===== src/rtl/tbd_pkg.sv =====
// Shared types of the time base / decrementer timer.
package tbd_pkg;
    // Register selector; the encoding is visible at the ports.
    typedef enum logic [1:0] {
        SEL_TB_LO = 2'd0,
        SEL_TB_HI = 2'd1,
        SEL_DEC   = 2'd2,
        SEL_NONE  = 2'd3
    } tbd_sel_e;
endpackage


===== src/rtl/tbd_timebase.sv =====
// Free-running time base of two DATA_W halves.
// Assumes at most one half is written per cycle; a write suppresses that cycle's tick.
module tbd_timebase #(
    parameter int DATA_W = 32
) (
    input  logic                  clk,
    input  logic                  rst_n,
    input  logic                  tick_en,
    input  logic                  wr_lo,
    input  logic                  wr_hi,
    input  logic [DATA_W-1:0]     wdata,
    output logic [2*DATA_W-1:0]   tb_q
);
    localparam int TB_W   = 2 * DATA_W;
    localparam int HALVES = 2;

    logic [TB_W-1:0]   tb_inc;
    logic [TB_W-1:0]   tb_nxt;
    logic [HALVES-1:0] wr_half;
    logic              any_wr;

    assign tb_inc  = tb_q + TB_W'(1);
    assign wr_half = {wr_hi, wr_lo};
    assign any_wr  = |wr_half;

    // Per half: take write data, else the held value on a foreign write, else the tick.
    for (genvar h = 0; h < HALVES; h++) begin : g_half
        always_comb begin
            if (wr_half[h])
                tb_nxt[h*DATA_W +: DATA_W] = wdata;
            else if (any_wr || !tick_en)
                tb_nxt[h*DATA_W +: DATA_W] = tb_q[h*DATA_W +: DATA_W];
            else
                tb_nxt[h*DATA_W +: DATA_W] = tb_inc[h*DATA_W +: DATA_W];
        end
    end

    // Time-base register.
    always_ff @(posedge clk) begin
        if (!rst_n) tb_q <= '0;
        else        tb_q <= tb_nxt;
    end

    AST_TB_STEP: assert property (@(posedge clk) disable iff (!rst_n)
        (tick_en && !any_wr) |=> (tb_q == $past(tb_q) + TB_W'(1)));
    AST_TB_HOLD: assert property (@(posedge clk) disable iff (!rst_n)
        (!tick_en && !any_wr) |=> $stable(tb_q));
    AST_TB_LO_KEEPS_HI: assert property (@(posedge clk) disable iff (!rst_n)
        wr_lo |=> (tb_q[TB_W-1:DATA_W] == $past(tb_q[TB_W-1:DATA_W])));
    AST_TB_HI_KEEPS_LO: assert property (@(posedge clk) disable iff (!rst_n)
        wr_hi |=> (tb_q[DATA_W-1:0] == $past(tb_q[DATA_W-1:0])));
endmodule


===== src/rtl/tbd_decrementer.sv =====
// Down-counting decrementer. Expiry is the tick that takes it from zero to all ones.
// Flags a write that turns the sign bit on. Assumes the write has priority over the tick.
module tbd_decrementer #(
    parameter int DATA_W = 32
) (
    input  logic              clk,
    input  logic              rst_n,
    input  logic              tick_en,
    input  logic              wr,
    input  logic [DATA_W-1:0] wdata,
    output logic [DATA_W-1:0] dec_q,
    output logic              expire,
    output logic              sign_raise
);
    localparam int MSB = DATA_W - 1;

    logic do_tick;

    assign do_tick    = tick_en && !wr;
    // Expiry: a tick applied while the count is zero.
    assign expire     = do_tick && (dec_q == '0);
    // Raise on write: new sign bit set while the old one is clear.
    assign sign_raise = wr && wdata[MSB] && !dec_q[MSB];

    // Counter register; a write wins and zero wraps to all ones.
    always_ff @(posedge clk) begin
        if (!rst_n)       dec_q <= '1;
        else if (wr)      dec_q <= wdata;
        else if (do_tick) dec_q <= dec_q - DATA_W'(1);
    end

    AST_DEC_LOAD: assert property (@(posedge clk) disable iff (!rst_n)
        wr |=> (dec_q == $past(wdata)));
    AST_DEC_HOLD: assert property (@(posedge clk) disable iff (!rst_n)
        (!tick_en && !wr) |=> $stable(dec_q));
    AST_DEC_RELOAD: assert property (@(posedge clk) disable iff (!rst_n)
        (tick_en && !wr && dec_q == '0) |=> (dec_q == '1));
endmodule


===== src/rtl/tbd_irq.sv =====
// Level timer-interrupt flag: set by either raise source, cleared by an acknowledge.
// Assumes a raise in the acknowledge cycle wins.
module tbd_irq (
    input  logic clk,
    input  logic rst_n,
    input  logic raise_exp,
    input  logic raise_wr,
    input  logic ack,
    output logic irq_q
);
    logic raise;

    assign raise = raise_exp || raise_wr;

    // Interrupt flag register.
    always_ff @(posedge clk) begin
        if (!rst_n)     irq_q <= 1'b0;
        else if (raise) irq_q <= 1'b1;
        else if (ack)   irq_q <= 1'b0;
    end

    AST_IRQ_RAISE: assert property (@(posedge clk) disable iff (!rst_n)
        raise_exp |=> irq_q);
    AST_IRQ_WRITE_RAISE: assert property (@(posedge clk) disable iff (!rst_n)
        raise_wr |=> irq_q);
    AST_IRQ_STICKY: assert property (@(posedge clk) disable iff (!rst_n)
        (irq_q && !ack) |=> irq_q);
    AST_IRQ_CLEAR: assert property (@(posedge clk) disable iff (!rst_n)
        (ack && !raise) |=> !irq_q);
endmodule


===== src/rtl/tbdec_timer.sv =====
// Timer unit top: time base, decrementer, interrupt flag and read mux.
// Assumes tick_en is a one-cycle enable from an external prescaler.
module tbdec_timer #(
    parameter int DATA_W = 32
) (
    input  logic              clk,
    input  logic              rst_n,
    input  logic              tick_en,
    input  logic              reg_wr,
    input  logic [1:0]        reg_sel,
    input  logic [DATA_W-1:0] reg_wdata,
    input  logic [1:0]        rd_sel,
    output logic [DATA_W-1:0] rd_data,
    input  logic              irq_ack,
    output logic              irq
);
    import tbd_pkg::*;

    localparam int TB_W = 2 * DATA_W;

    logic [TB_W-1:0]   tb_q;
    logic [DATA_W-1:0] dec_q;
    logic              wr_lo, wr_hi, wr_dec;
    logic              expire, sign_raise;
    tbd_sel_e          wsel, rsel;

    assign wsel   = tbd_sel_e'(reg_sel);
    assign rsel   = tbd_sel_e'(rd_sel);
    assign wr_lo  = reg_wr && (wsel == SEL_TB_LO);
    assign wr_hi  = reg_wr && (wsel == SEL_TB_HI);
    assign wr_dec = reg_wr && (wsel == SEL_DEC);

    tbd_timebase #(.DATA_W(DATA_W)) u_tb (
        .clk(clk), .rst_n(rst_n), .tick_en(tick_en),
        .wr_lo(wr_lo), .wr_hi(wr_hi), .wdata(reg_wdata), .tb_q(tb_q)
    );

    tbd_decrementer #(.DATA_W(DATA_W)) u_dec (
        .clk(clk), .rst_n(rst_n), .tick_en(tick_en), .wr(wr_dec),
        .wdata(reg_wdata), .dec_q(dec_q), .expire(expire), .sign_raise(sign_raise)
    );

    tbd_irq u_irq (
        .clk(clk), .rst_n(rst_n), .raise_exp(expire), .raise_wr(sign_raise),
        .ack(irq_ack), .irq_q(irq)
    );

    // Combinational read mux over the current counter values.
    always_comb begin
        case (rsel)
            SEL_TB_LO: rd_data = tb_q[DATA_W-1:0];
            SEL_TB_HI: rd_data = tb_q[TB_W-1:DATA_W];
            SEL_DEC:   rd_data = dec_q;
            default:   rd_data = '0;
        endcase
    end

    AST_RESET_STATE: assert property (@(posedge clk)
        !rst_n |=> (tb_q == '0 && dec_q == '1 && !irq));
    AST_NONE_WRITE_INERT: assert property (@(posedge clk) disable iff (!rst_n)
        (reg_wr && wsel == SEL_NONE && !tick_en && !irq_ack)
            |=> ($stable(tb_q) && $stable(dec_q) && $stable(irq)));
endmodule


===== config.mk =====
export PLATFORM = sky130hd
export DESIGN_NAME = tbdec_timer
export DESIGN_NICKNAME = d
export VERILOG_FILES = /design/src/rtl/tbd_pkg.sv /design/src/rtl/tbd_timebase.sv /design/src/rtl/tbd_decrementer.sv /design/src/rtl/tbd_irq.sv /design/src/rtl/tbdec_timer.sv
export SDC_FILE = /design/constraint.sdc
export NUM_CORES = 1
export LEC_CHECK = 0
export BUFFER_PORTS_ARGS = -buffer_cell sky130_fd_sc_hd__buf_4
export CORE_MARGIN = 2
export CORE_UTILIZATION = 43
export CTS_BUF_LIST = sky130_fd_sc_hd__clkbuf_4 sky130_fd_sc_hd__clkbuf_8
export CTS_CLUSTER_SIZE = 28
export DETAILED_ROUTE_END_ITERATION = 10
export PLACE_DENSITY = 0.69
export SLEW_MARGIN = 5
export SYNTH_ARGS = -nofsm -noshare
export SYNTH_HDL_FRONTEND = slang
export SYNTH_HIERARCHICAL = 1
export SYNTH_SLANG_ARGS = --single-unit

===== constraint.sdc =====
create_clock -name clk -period 2.9 [get_ports clk]
set_clock_uncertainty 0.15 [all_clocks]
set_input_delay 0.58 -clock clk [delete_from_list [all_inputs] [get_ports clk]]
set_output_delay 0.58 -clock clk [all_outputs]
set_load 0.01 [all_outputs]

-- After elaboration in Yosys (flattened, before gate mapping)
Index checks and enable logic that the tools add are counted.
- register bits: 97
- output and inout port bits: 33
- logic and storage cells: 39
- reductions and logical operators: 18
- $add $sub $neg: 2
- mux-type cells: 9
- equality and inequality tests: 6
- operators with widths (kind ; count):
    $mux W32 ; 6
    $pmux W32 S3 ; 1
    $add A64 B1 Y64 const B ; 1
    $logic_not A32 Y1 ; 1
    $sub A32 B1 Y32 const B ; 1
    $logic_and A1 B1 Y1 ; 7
    $eq A2 B1 Y1 const B ; 2
    $eq A2 B2 Y1 const B ; 2
    $logic_not A2 Y1 ; 2
    $ne A2 B1 Y1 const B ; 2
    $reduce_bool A2 Y1 ; 2
    $logic_not A1 Y1 ; 3
    $logic_or A1 B1 Y1 ; 2
    $mux W1 ; 2
    $reduce_or A2 Y1 ; 1

-- Logic depth before layout (Yosys ltp)
Gate-level depths: netlist (run 1).
- word-level depth: 7
- gate-level depth with buffers: 9

-- Cells and area by module
Netlist (run 1), hierarchy kept.
- by module, submodules not included (module ; sequential area each (um2) ; area each (um2) ; times used ; cells an instance):
    tbd_timebase ; 1281.2 ; 4102.7 ; 1 ; 540
    tbd_decrementer ; 640.6 ; 1903.1 ; 1 ; 225
    tbdec_timer ; 0.0 ; 812.0 ; 1 ; 80
    tbd_irq ; 20.0 ; 35.0 ; 1 ; 3

-- Worst setup path after synthesis (run 1)
No wires, ideal clock.
- kind: flip-flop to flip-flop
- start: register u_tb.tb_q[2]
- end: register u_tb.tb_q[46]
- setup time: 124 ps
- buffers on the path: 3
- slack: 291 ps
- clock period less this slack: 2609 ps
- stages on the path, launching flop included: 9
- arrival: 2335 ps
- cell sequence: dfxtp_1 > nand4_1 > or4_4 > or4_1 > clkbuf_1 > buf_2 > buf_2 > nor4_1 > nor3b_1
- longest elaborated chain between the ends: 3
- RTL lines (what ; line ; source):
    from (decl) ; tbd_timebase.sv:12 ; output logic [2*DATA_W-1:0] tb_q
    from (signal assigned) ; tbd_timebase.sv:41 ; else tb_q <= tb_nxt;
    $add A64 B1 Y64 ; tbd_timebase.sv:22 ; assign tb_inc = tb_q + TB_W'(1);
    $mux W32 ; tbd_timebase.sv:31 ; else if (any_wr || !tick_en)
    $mux W32 ; tbd_timebase.sv:29 ; if (wr_half[h])
No other way between the ends. The select of a mux whose other input is x is not followed.
A chain may end at the register's enable or synchronous reset.

-- Worst setup path in the final report (run 1)
- start: register u_tb.tb_q[4]
- end: register u_tb.tb_q[38]
Same word-level chain as after synthesis.

==> flow_summary_export.csv, run 1 <==
group,metric,value,unit
clock_network,root_buffer,"clkbuf_8",
timing,rsz0062_at_grt,"no",
detailed_routing,viasPerCell,6.280,
floorplanning,dieArea,0.01696,mm²
min_path,min_from,"reg_wdata[0]",
finish,flow.area_growth_from_synthesis,15.50,%
global_route,grt_pass1_wl,35190,µm
synth,netlist.top_cell.by_area,"dfxtp_1",
timing,relSlewSlack,52.62,%
finish,antennaDiodeCount,0,
finish,final.fill_count,1524,
finish,nets,957,
place,dpl.hpwl,16720,µm
finish,drive_gt1_share,18.63,%
critical_path,r2r-start,"u_tb/tb_q[4]",
pwr,p_leak,2.914,nW
synth,ys_ff_latch,97,
floorplanning,rows,46,
floorplanning,die-width,130.2,µm
clock_network,cts.clk_slew.worst_paths,90,ps
synth,yosysMostFrequentCell,"dfxtp_1",
clock_network,clk_latency,390,ps
global_route,grt_max_degree,43,
detailed_routing,vias,7122,
critical_path,cpMostUsedCell,"or4_4",
min_path,hp-class,"in2reg",
pwr,ir_drop,0.2210,mV
detailed_routing,antenna_left,0,
global_route,grt_antenna_before_repair,0,
critical_path,crit_required,3070,ps
clock_network,numCtsBuffers,9,
clock_network,cts.repair.resized,0,
global_route,overflow,0,
critical_path,path_buf_inv,0,
floorplanning,die_y,130.2,µm
detailed_routing,drtIter0Drc,811,
timing,finalSetupViolations,0,
status,outcome,"complete, no violations",
synth,ys.flop_type,"dfxtp_1",
timing,hold_viol_final,0,
clock_network,cts_tree,"built",
detailed_routing,dr.pass1.iters,6,
timing,min_period,2677,ps
clock_network,cts.sinks,97,
place,gp_congestion,0.9506,
synth,ys_seq_area_share,28.34,%
critical_path,setup.worst_path.end_class,"register",
timing,fin_setup_tns,0,ps
synth,synthArstFlopShare,0,%
critical_path,max_stage_delay,650,ps
critical_path,start_kind,"register",
critical_path,slowest_stage,"or4_4",
synth,yosysWarnings,6,
synth,synth_cells,848,
pwr,powerDensity,384.2,mW/mm²
clock_network,clk_path_buf_depth,2,
timing,max_freq,373.6,MHz
critical_path,worst-setup-path-type,"reg2reg",
detailed_routing,route.detailed.drc,0,
synth,synth_common_cells,"dfxtp_1 (97), nand2_1 (94), clkbuf_1 (46)",
floorplanning,ios,74,
critical_path,cp-startpoint,"u_tb/tb_q[4]",
critical_path,cp_top_family,"simple AND/OR/NAND/NOR gates",
synth,ys_types,62,
synth,avgSynthCellArea,8.081,µm²
flow_run,max_cap_violations,0,
finish,utilization,50.37,%
floorplanning,core_area,0.01571,mm²
place,io_buffer_count,73,
clock_network,post_cts_buffers,0,
critical_path,crit_chain,"nand4_1 -> or4_4 -> or4_4 -> or4_1 -> a31oi_1",
detailed_routing,routed_wl,22920,µm
synth,synth_area,0.006853,mm²
timing,fin_crit_sh,92.30,%
synth,syn_nets,891,
global_route,grtUsageTotal,26.87,%
clock_network,post_cts_hold_buffer_count,0,
clock_network,cts_max_level,3,
critical_path,path_max_fanout,13,
floorplanning,start_util,43.61,%
pwr,total_power,3.041,mW
global_route,grt_pass1_vias,6264,
critical_path,arrival,2840,ps
synth,synth_area_leaders,"dfxtp_1 (28%), mux2i_1 (6.3%), nand2_1 (5.1%)",
timing,tightest_slew,704.9,ps
detailed_routing,avgRoutedWirePerCell,20.21,µm
synth,synth_edf_count,0,
synth,synth_top_area_share,28.34,%
timing,report.final.slew_viol_count,0,
-- where the power goes --
| group | switching, mW | internal (mW) |
|---|---|---|
| sequential | 0.108 | 1.40 |
| combinational | 0.319 | 0.256 |
| clock | 0.507 | 0.449 |
| total | 0.934 | 2.11 |
-- layout make-up --
cell class,instances,area [µm²],area share [%]
inverters,14,52.55,0.6639
flip-flops and latches,97,1942,24.53
well taps,216,270.3,3.414
clock inverters,3,40.04,0.5058
repair buffers,121,920.9,11.63
multi-input cells,671,4531,57.24
clock buffers,12,158.9,2.008
-- layer usage --
layer	share of wire (%)	track usage (%)
met4	2.2	9.677
met5	0	0
met3	8.7	3.977
met2	45	40.47
met1	44	38.93
-- flip-flops by register name, summed over array words and instances (netlist names) --
signal       count
u_tb/tb_q       64
u_irq/irq_q      1
u_dec/dec_q     32
-- through the flow --
step | hold slack [ps] | cells | instance area [µm²] | setup slack, ps
floorplan | 364.9 | 848 | 6853 | 290.8
global placement | 393.2 | 1119 | 7712 | 152.0
detailed placement | 404.7 | 1119 | 7712 | 79.95
CTS | 283.4 | 1134 | 7911 | 59.14
global route | 305.1 | 1134 | 7915 | 164.8
finish | 293.7 | 1134 | 7915 | 223.4
-- path summary, 6_finish.rpt --
kind                                  endpoint  slack (ps)  cells past startpoint
worst max-delay path             u_tb/tb_q[38]         220                      5
worst min-delay path            u_dec/dec_q[0]         290                      3
worst max register to register   u_tb/tb_q[38]         220                      5
worst min register to register   u_tb/tb_q[63]         420                      2
-- worst register-to-register path, delay by kind of cell, from the launching register on --
| kind | cells | cell delay, ps |
|---|---|---|
| DFF | 1 | 410 |
| and+or+nand+nor | 4 | 1870 |
| AOI/OAI and AO/OA | 1 | 180 |
-- cell families (layout without fill, tap and decap cells) --
family | after synthesis | count (layout) | synth area share, %
mux | 43 | 43 | 6.281
compound gates | 200 | 200 | 21.69
flops | 97 | 97 | 28.34
simple gates | 380 | 380 | 31.73
fa+ha+maj | 2 | 2 | 0.3651
buf+inv | 80 | 150 | 5.715
xor+xnor | 46 | 46 | 5.879
-- placed cells by master (no fill, tap or decap), types with 22 or more instances in the layout --
cell	synthesis	layout
nor4_1	30	30
buf_4	1	120
o21ai_0	45	45
mux2i_1	43	43
nand4_1	37	37
dfxtp_1	97	97
nand3_1	45	45
nand2_1	94	94
o2bb2ai_1	22	22
xnor2_1	25	25
nor3_1	29	29
Power figures use the tool's default switching activity.
==> run 2: changes to the inputs <==
--- a/config.mk
+++ b/config.mk
@@ -11,6 +11,7 @@
 export CTS_BUF_LIST = sky130_fd_sc_hd__clkbuf_4 sky130_fd_sc_hd__clkbuf_8
 export CTS_CLUSTER_SIZE = 28
 export DETAILED_ROUTE_END_ITERATION = 10
+export GPL_TIMING_DRIVEN = 0
 export PLACE_DENSITY = 0.69
 export SLEW_MARGIN = 5
 export SYNTH_ARGS = -nofsm -noshare
==> constraint.sdc (replaced) <==
create_clock -name clk -period 3.36 [get_ports clk]
set_clock_uncertainty 0.15 [all_clocks]
set_input_delay 0.672 -clock clk [delete_from_list [all_inputs] [get_ports clk]]
set_output_delay 0.672 -clock clk [all_outputs]
set_load 0.01 [all_outputs]
==> run 2 against run 1 <==
Effect of this change:
- clock-buffer cell count shrank 2
- final cell count grew 1.5%
- critical path depth grew 1
- utilization shrank 0.21 points
- design area shrank 0.41%
- via count grew 3.6%
- hold slack gained 100 ps
- die area is the same
- power shrank 11%
- global-route usage grew 2.0 points
- wire length grew 8.1%
- largest power group unchanged
==> flow_summary_export.csv, run 2 (synthesized netlist as in run 1, its figures left out) <==
group,metric,value,unit
place,gp_congestion,0.9513,
timing,max_freq,317.6,MHz
flow_run,max_cap_violations,0,
timing,fin_crit_sh,93.70,%
critical_path,path_max_fanout,10,
clock_network,cts.repair.resized,0,
global_route,grt_antenna_before_repair,0,
timing,relSlewSlack,23.51,%
clock_network,cts_tree,"built",
timing,whs,393.9,ps
clock_network,clk_path_buf_depth,2,
place,pre_cts_slack,103.7,ps
min_path,hp-class,"in2reg",
pwr,ir_drop,0.2584,mV
status,outcome,"complete, no violations",
global_route,grt_max_degree,16,
critical_path,arrival,3330,ps
floorplanning,die_y,130.2,µm
critical_path,reg2reg_slack,210,ps
detailed_routing,route.detailed.drc,0,
finish,top_register,"u_tb/tb_q",
detailed_routing,antenna_left,0,
finish,flow.area_growth_from_synthesis,15.03,%
detailed_routing,drtIter0Drc,929,
finish,antennaDiodeCount,0,
clock_network,root_buffer,"clkbuf_8",
critical_path,max_stage_delay,830,ps
timing,finalSetupViolations,0,
critical_path,setup.worst_path.end_class,"register",
global_route,grtUsageTotal,28.84,%
detailed_routing,avgRoutedWirePerCell,21.54,µm
clock_network,numCtsBuffers,9,
detailed_routing,routed_wl,24790,µm
finish,most-common-layout-cells,"dfxtp_1 (97), nand2_1 (94), buf_4 (72)",
floorplanning,dieArea,0.01696,mm²
clock_network,cts.sinks,97,
critical_path,cpMostUsedCell,"nand4_1",
pwr,powerDensity,341.5,mW/mm²
critical_path,crit_chain,"clkbuf_1 -> nand4_1 -> nor4_1 -> nand4_1 -> or4_1 -> nand3_1",
floorplanning,die-width,130.2,µm
clock_network,clk_latency,390,ps
critical_path,worst-setup-path-type,"reg2reg",
detailed_routing,vias,7379,
critical_path,slowest_stage,"nor4_1",
place,dpl.hpwl,18830,µm
global_route,grt_pass1_vias,6385,
timing,setup_ws,211.7,ps
critical_path,start_kind,"register",
finish,reg_top3,"u_tb/tb_q x64, u_dec/dec_q x32, u_irq/irq_q x1",
clock_network,post_cts_buffers,0,
floorplanning,rows,46,
critical_path,crit_required,3550,ps
finish,utilization,50.17,%
timing,fin_setup_tns,0,ps
finish,drive_gt1_share,14.55,%
floorplanning,start_util,43.61,%
global_route,grt_pass1_wl,37230,µm
floorplanning,core_area,0.01571,mm²
timing,min_period,3148,ps
finish,final.fill_count,1545,
clock_network,cts_max_level,3,
detailed_routing,viasPerCell,6.411,
floorplanning,ios,74,
timing,hold_viol_final,0,
timing,report.final.slew_viol_count,0,
finish,nets,973,
global_route,overflow,0,
detailed_routing,dr.pass1.iters,6,
place,io_buffer_count,71,
pwr,total_power,2.692,mW
timing,tightest_slew,1138,ps
finish,largest_register_ff_count,64,
clock_network,cts.clk_slew.worst_paths,100,ps
finish,layout_commonest_cell,"dfxtp_1",
clock_network,post_cts_hold_buffer_count,0,
timing,rsz0062_at_grt,"no",
pwr,p_leak,2.811,nW
run 2: worst max-delay path: cells and delay by family, from the launching register on:
family / cells / cell delay, ps
flops: 1 / 350
simple gates: 5 / 2310
buf+inv: 1 / 290
run 2: worst paths after layout:
check / startpoint / to / cells past startpoint
worst max-delay path: u_tb/tb_q[32] / u_tb/tb_q[57] / 6
worst min-delay path: reg_wdata[0] / u_dec/dec_q[0] / 3
worst max register to register: u_tb/tb_q[32] / u_tb/tb_q[57] / 6
worst min register to register: u_tb/tb_q[63] / u_tb/tb_q[63] / 2
run 2: report_power, final:
| group | leakage, nW | switching [mW] | total [mW] | internal, mW |
|---|---|---|---|---|
| Sequential | 0.794 | 0.100 | 1.31 | 1.21 |
| Clock | 0.109 | 0.455 | 0.880 | 0.425 |
| Combinational | 1.91 | 0.287 | 0.501 | 0.214 |
run 2: stage by stage:
| step | instance area, µm² | cells |
|---|---|---|
| floorplan | 6853 | 848 |
| global placement | 7656 | 1135 |
| detailed placement | 7656 | 1135 |
| CTS | 7870 | 1151 |
| global route | 7883 | 1151 |
| finish | 7883 | 1151 |
run 2: area by class of cell:
type,instances,area (µm²),area share (%)
inverter,14,52.55,0.6667
multi-input combinational,671,4532,57.49
sequential,97,1942,24.63
timing repair buffer,71,533.0,6.762
clock buffer,10,131.4,1.667
tap,216,270.3,3.429
buffer,66,339.1,4.302
clock inverter,6,82.58,1.048
run 2: layer usage:
metal | vias up | track usage (%) | part of all wire [%]
li1 | 3386 | - | -
met5 | - | 0 | 0
met4 | 0 | 8.855 | 3.1
met3 | 66 | 2.706 | 8.3
met2 | 425 | 48.01 | 46
met1 | 3502 | 39.62 | 43
==> run 3: changes to the inputs <==
--- a/config.mk
+++ b/config.mk
@@ -12,9 +12,8 @@
 export CTS_CLUSTER_SIZE = 28
 export DETAILED_ROUTE_END_ITERATION = 10
 export GPL_TIMING_DRIVEN = 0
-export PLACE_DENSITY = 0.69
+export PLACE_DENSITY = 0.7
 export SLEW_MARGIN = 5
 export SYNTH_ARGS = -nofsm -noshare
 export SYNTH_HDL_FRONTEND = slang
-export SYNTH_HIERARCHICAL = 1
 export SYNTH_SLANG_ARGS = --single-unit
==> run 3 against run 2 <==
Effect of this change:
- combinational power shrank 13%
- global-route usage grew 3.2 points
- hold slack worse by 19 ps
- power decreased by 5.1%
- sequential power about the same
- final cell count down 3.4%
- critical endpoint is now rd_data[22]
==> flow_summary_export.csv, run 3 <==
group,metric,value,unit
status,outcome,"complete, no violations",
critical_path,crit_chain,"clkbuf_1 -> clkbuf_1 -> mux2i_1 -> o21ai_0 -> buf_4",
synth,ys_seq_area_share,31.28,%
timing,fin_crit_sh,95.79,%
global_route,grtUsageTotal,32.05,%
finish,nets,971,
critical_path,arrival,2400,ps
pwr,switching_share,30.81,%
timing,max_freq,310.7,MHz
pwr,powerDensity,354.4,mW/mm²
timing,min_period,3219,ps
synth,netlist.top_cell.by_area,"dfxtp_1",
clock_network,cts.clk_slew.worst_paths,100,ps
global_route,overflow,0,
clock_network,cts_tree,"built",
synth,synth_area,0.006208,mm²
critical_path,crit_required,2540,ps
pwr,switchingPower,787.4,µW
floorplanning,die_y,124.2,µm
clock_network,clk_path_buf_depth,2,
pwr,ir_drop,0.1600,mV
finish,final.fill_count,1415,
critical_path,path_max_fanout,10,
detailed_routing,vias,7109,
finish,utilization,51.54,%
floorplanning,ios,74,
detailed_routing,avgRoutedWirePerCell,21.99,µm
synth,avgSynthCellArea,7.365,µm²
synth,ys_types,59,
critical_path,worst-setup-path-type,"in2out",
clock_network,cts.sinks,97,
pwr,p_leak,2.446,nW
global_route,grt_antenna_before_repair,0,
synth,synth_top_area_share,31.28,%
floorplanning,dieArea,0.01542,mm²
pwr,p_int,1.768,mW
synth,synth_edf_count,0,
synth,ys.flop_type,"dfxtp_1",
pwr,pwr-share-clk,32.9,%
finish,drive_gt1_share,11.37,%
global_route,grt_max_degree,15,
min_path,hp-class,"in2reg",
clock_network,cts_max_level,3,
global_route,grt_pass1_vias,6202,
timing,report.final.slew_viol_count,0,
critical_path,max_stage_delay,700,ps
place,io_buffer_count,71,
critical_path,setup.worst_path.end_class,"primary output",
finish,largest_register_ff_count,64,
timing,fin_setup_tns,0,ps
timing,rsz0062_at_grt,"no",
synth,ys_ff_latch,97,
timing,relSlewSlack,38.06,%
critical_path,start_kind,"input pin",
floorplanning,die-width,124.2,µm
detailed_routing,routed_wl,24450,µm
detailed_routing,route.detailed.drc,0,
floorplanning,core_area,0.01399,mm²
global_route,grt_pass1_wl,36280,µm
detailed_routing,drtIter0Drc,1127,
finish,flow.area_growth_from_synthesis,16.12,%
clock_network,clk_latency,400,ps
timing,tightest_slew,925.7,ps
finish,reg_top3,"u_tb.tb_q x64, u_dec.dec_q x32, u_irq.irq_q x1",
pwr,seqPwrFrac,50.0,%
synth,synth_cells,843,
place,gp_congestion,0.9978,
finish,layout_commonest_cell,"nand2_1",
pwr,combPwrFrac,17.1,%
synth,yosysWarnings,0,
flow_run,max_cap_violations,0,
detailed_routing,dr.pass1.iters,6,
clock_network,root_buffer,"clkbuf_8",
finish,most-common-layout-cells,"nand2_1 (102), o21ai_0 (97), dfxtp_1 (97)",
synth,syn_nets,886,
critical_path,slowest_stage,"clkbuf_1",
floorplanning,rows,43,
timing,finalSetupViolations,0,
floorplanning,start_util,44.38,%
timing,hold_viol_final,0,
synth,synthArstFlopShare,0,%
place,dpl.hpwl,18580,µm
finish,antennaDiodeCount,0,
detailed_routing,viasPerCell,6.393,
detailed_routing,antenna_left,0,
clock_network,numCtsBuffers,9,
synth,yosysMostFrequentCell,"nand2_1",
synth,synth_area_leaders,"dfxtp_1 (31%), o21ai_0 (7.8%), nand2_1 (6.2%)",
synth,synth_common_cells,"nand2_1 (102), dfxtp_1 (97), o21ai_0 (97)",
critical_path,cpMostUsedCell,"clkbuf_1",
finish,top_register,"u_tb.tb_q",
[run 3: kinds of logic after synthesis]
logic type | count (synthesis) | synth area share, %
DFF | 97 | 31.28
xor gates and xnor gates | 40 | 5.643
AOI/OAI and AO/OA | 232 | 22.99
and+or+nand+nor | 365 | 29.46
muxes | 35 | 5.683
buffers and inverters | 72 | 4.534
adders and majority gates | 2 | 0.4030
[run 3: per-stage QoR]
stage          power (mW)  setup slack (ps)  instances  cell area [µm²]  hold slack [ps]
5_1_grt             2.627             54.04       1112             7209            382.0
3_5_place_dp        1.725             56.78       1095             6984            352.7
2_1_floorplan       1.503             401.8        843             6208            324.4
6_report            2.555             141.4       1112             7209            374.5
3_3_place_gp        1.721             65.05       1094             6967            344.5
4_1_cts             2.541             52.12       1110             7188            366.1
[run 3: worst max-delay path, delay by kind of cell]
family	cells	cell delay [ps]
compound gates	1	380
buf+inv	3	1190
mux	1	150
[run 3: power by group through the flow]
stage | Clock (mW) | Combinational [mW] | Sequential, mW
2_1_floorplan | 0 | 0.230 | 1.27
4_1_cts | 0.842 | 0.426 | 1.27
3_3_place_gp | 0 | 0.422 | 1.30
5_1_grt | 0.876 | 0.467 | 1.28
3_5_place_dp | 0 | 0.425 | 1.30
6_report | 0.839 | 0.437 | 1.28
[run 3: cell type report]
class                           instances  area (µm²)  share of cell area (%)
Buffer                                 58       229.0                   3.176
Clock buffer                           13       166.4                   2.308
Clock inverter                          2       37.54                  0.5207
Inverter                               14       52.55                  0.7289
Multi-Input combinational cell        674        4001                   55.50
Sequential cell                        97        1942                   26.94
Tap cell                              180       225.2                   3.124
Timing Repair Buffer                   74       555.5                   7.706
[run 3: path summary, 6_finish.rpt]
check,start,endpoint,slack (ps),depth (start not counted)
max,rd_sel[1],rd_data[22],140,5
min,reg_wdata[0],u_tb.tb_q[32],370,3
max reg2reg,u_tb.tb_q[1],u_tb.tb_q[34],180,8
min reg2reg,u_tb.tb_q[59],u_tb.tb_q[59],390,2
[run 3: layer usage]
metal,part of all wire [%],GRT usage (%),wire [µm]
met5,0,0,0
met4,3.2,12.15,771
met3,13,7.967,3181
met2,44,48.29,10650
met1,40,44.02,9852
[run 3: what timing repair did]
item	in CTS	in global routing
endpoints found under the hold margin	0	0
endpoints found under the setup margin	0	10
hold buffers	0	0
gates resized for setup	0	1
setup buffers	0	2
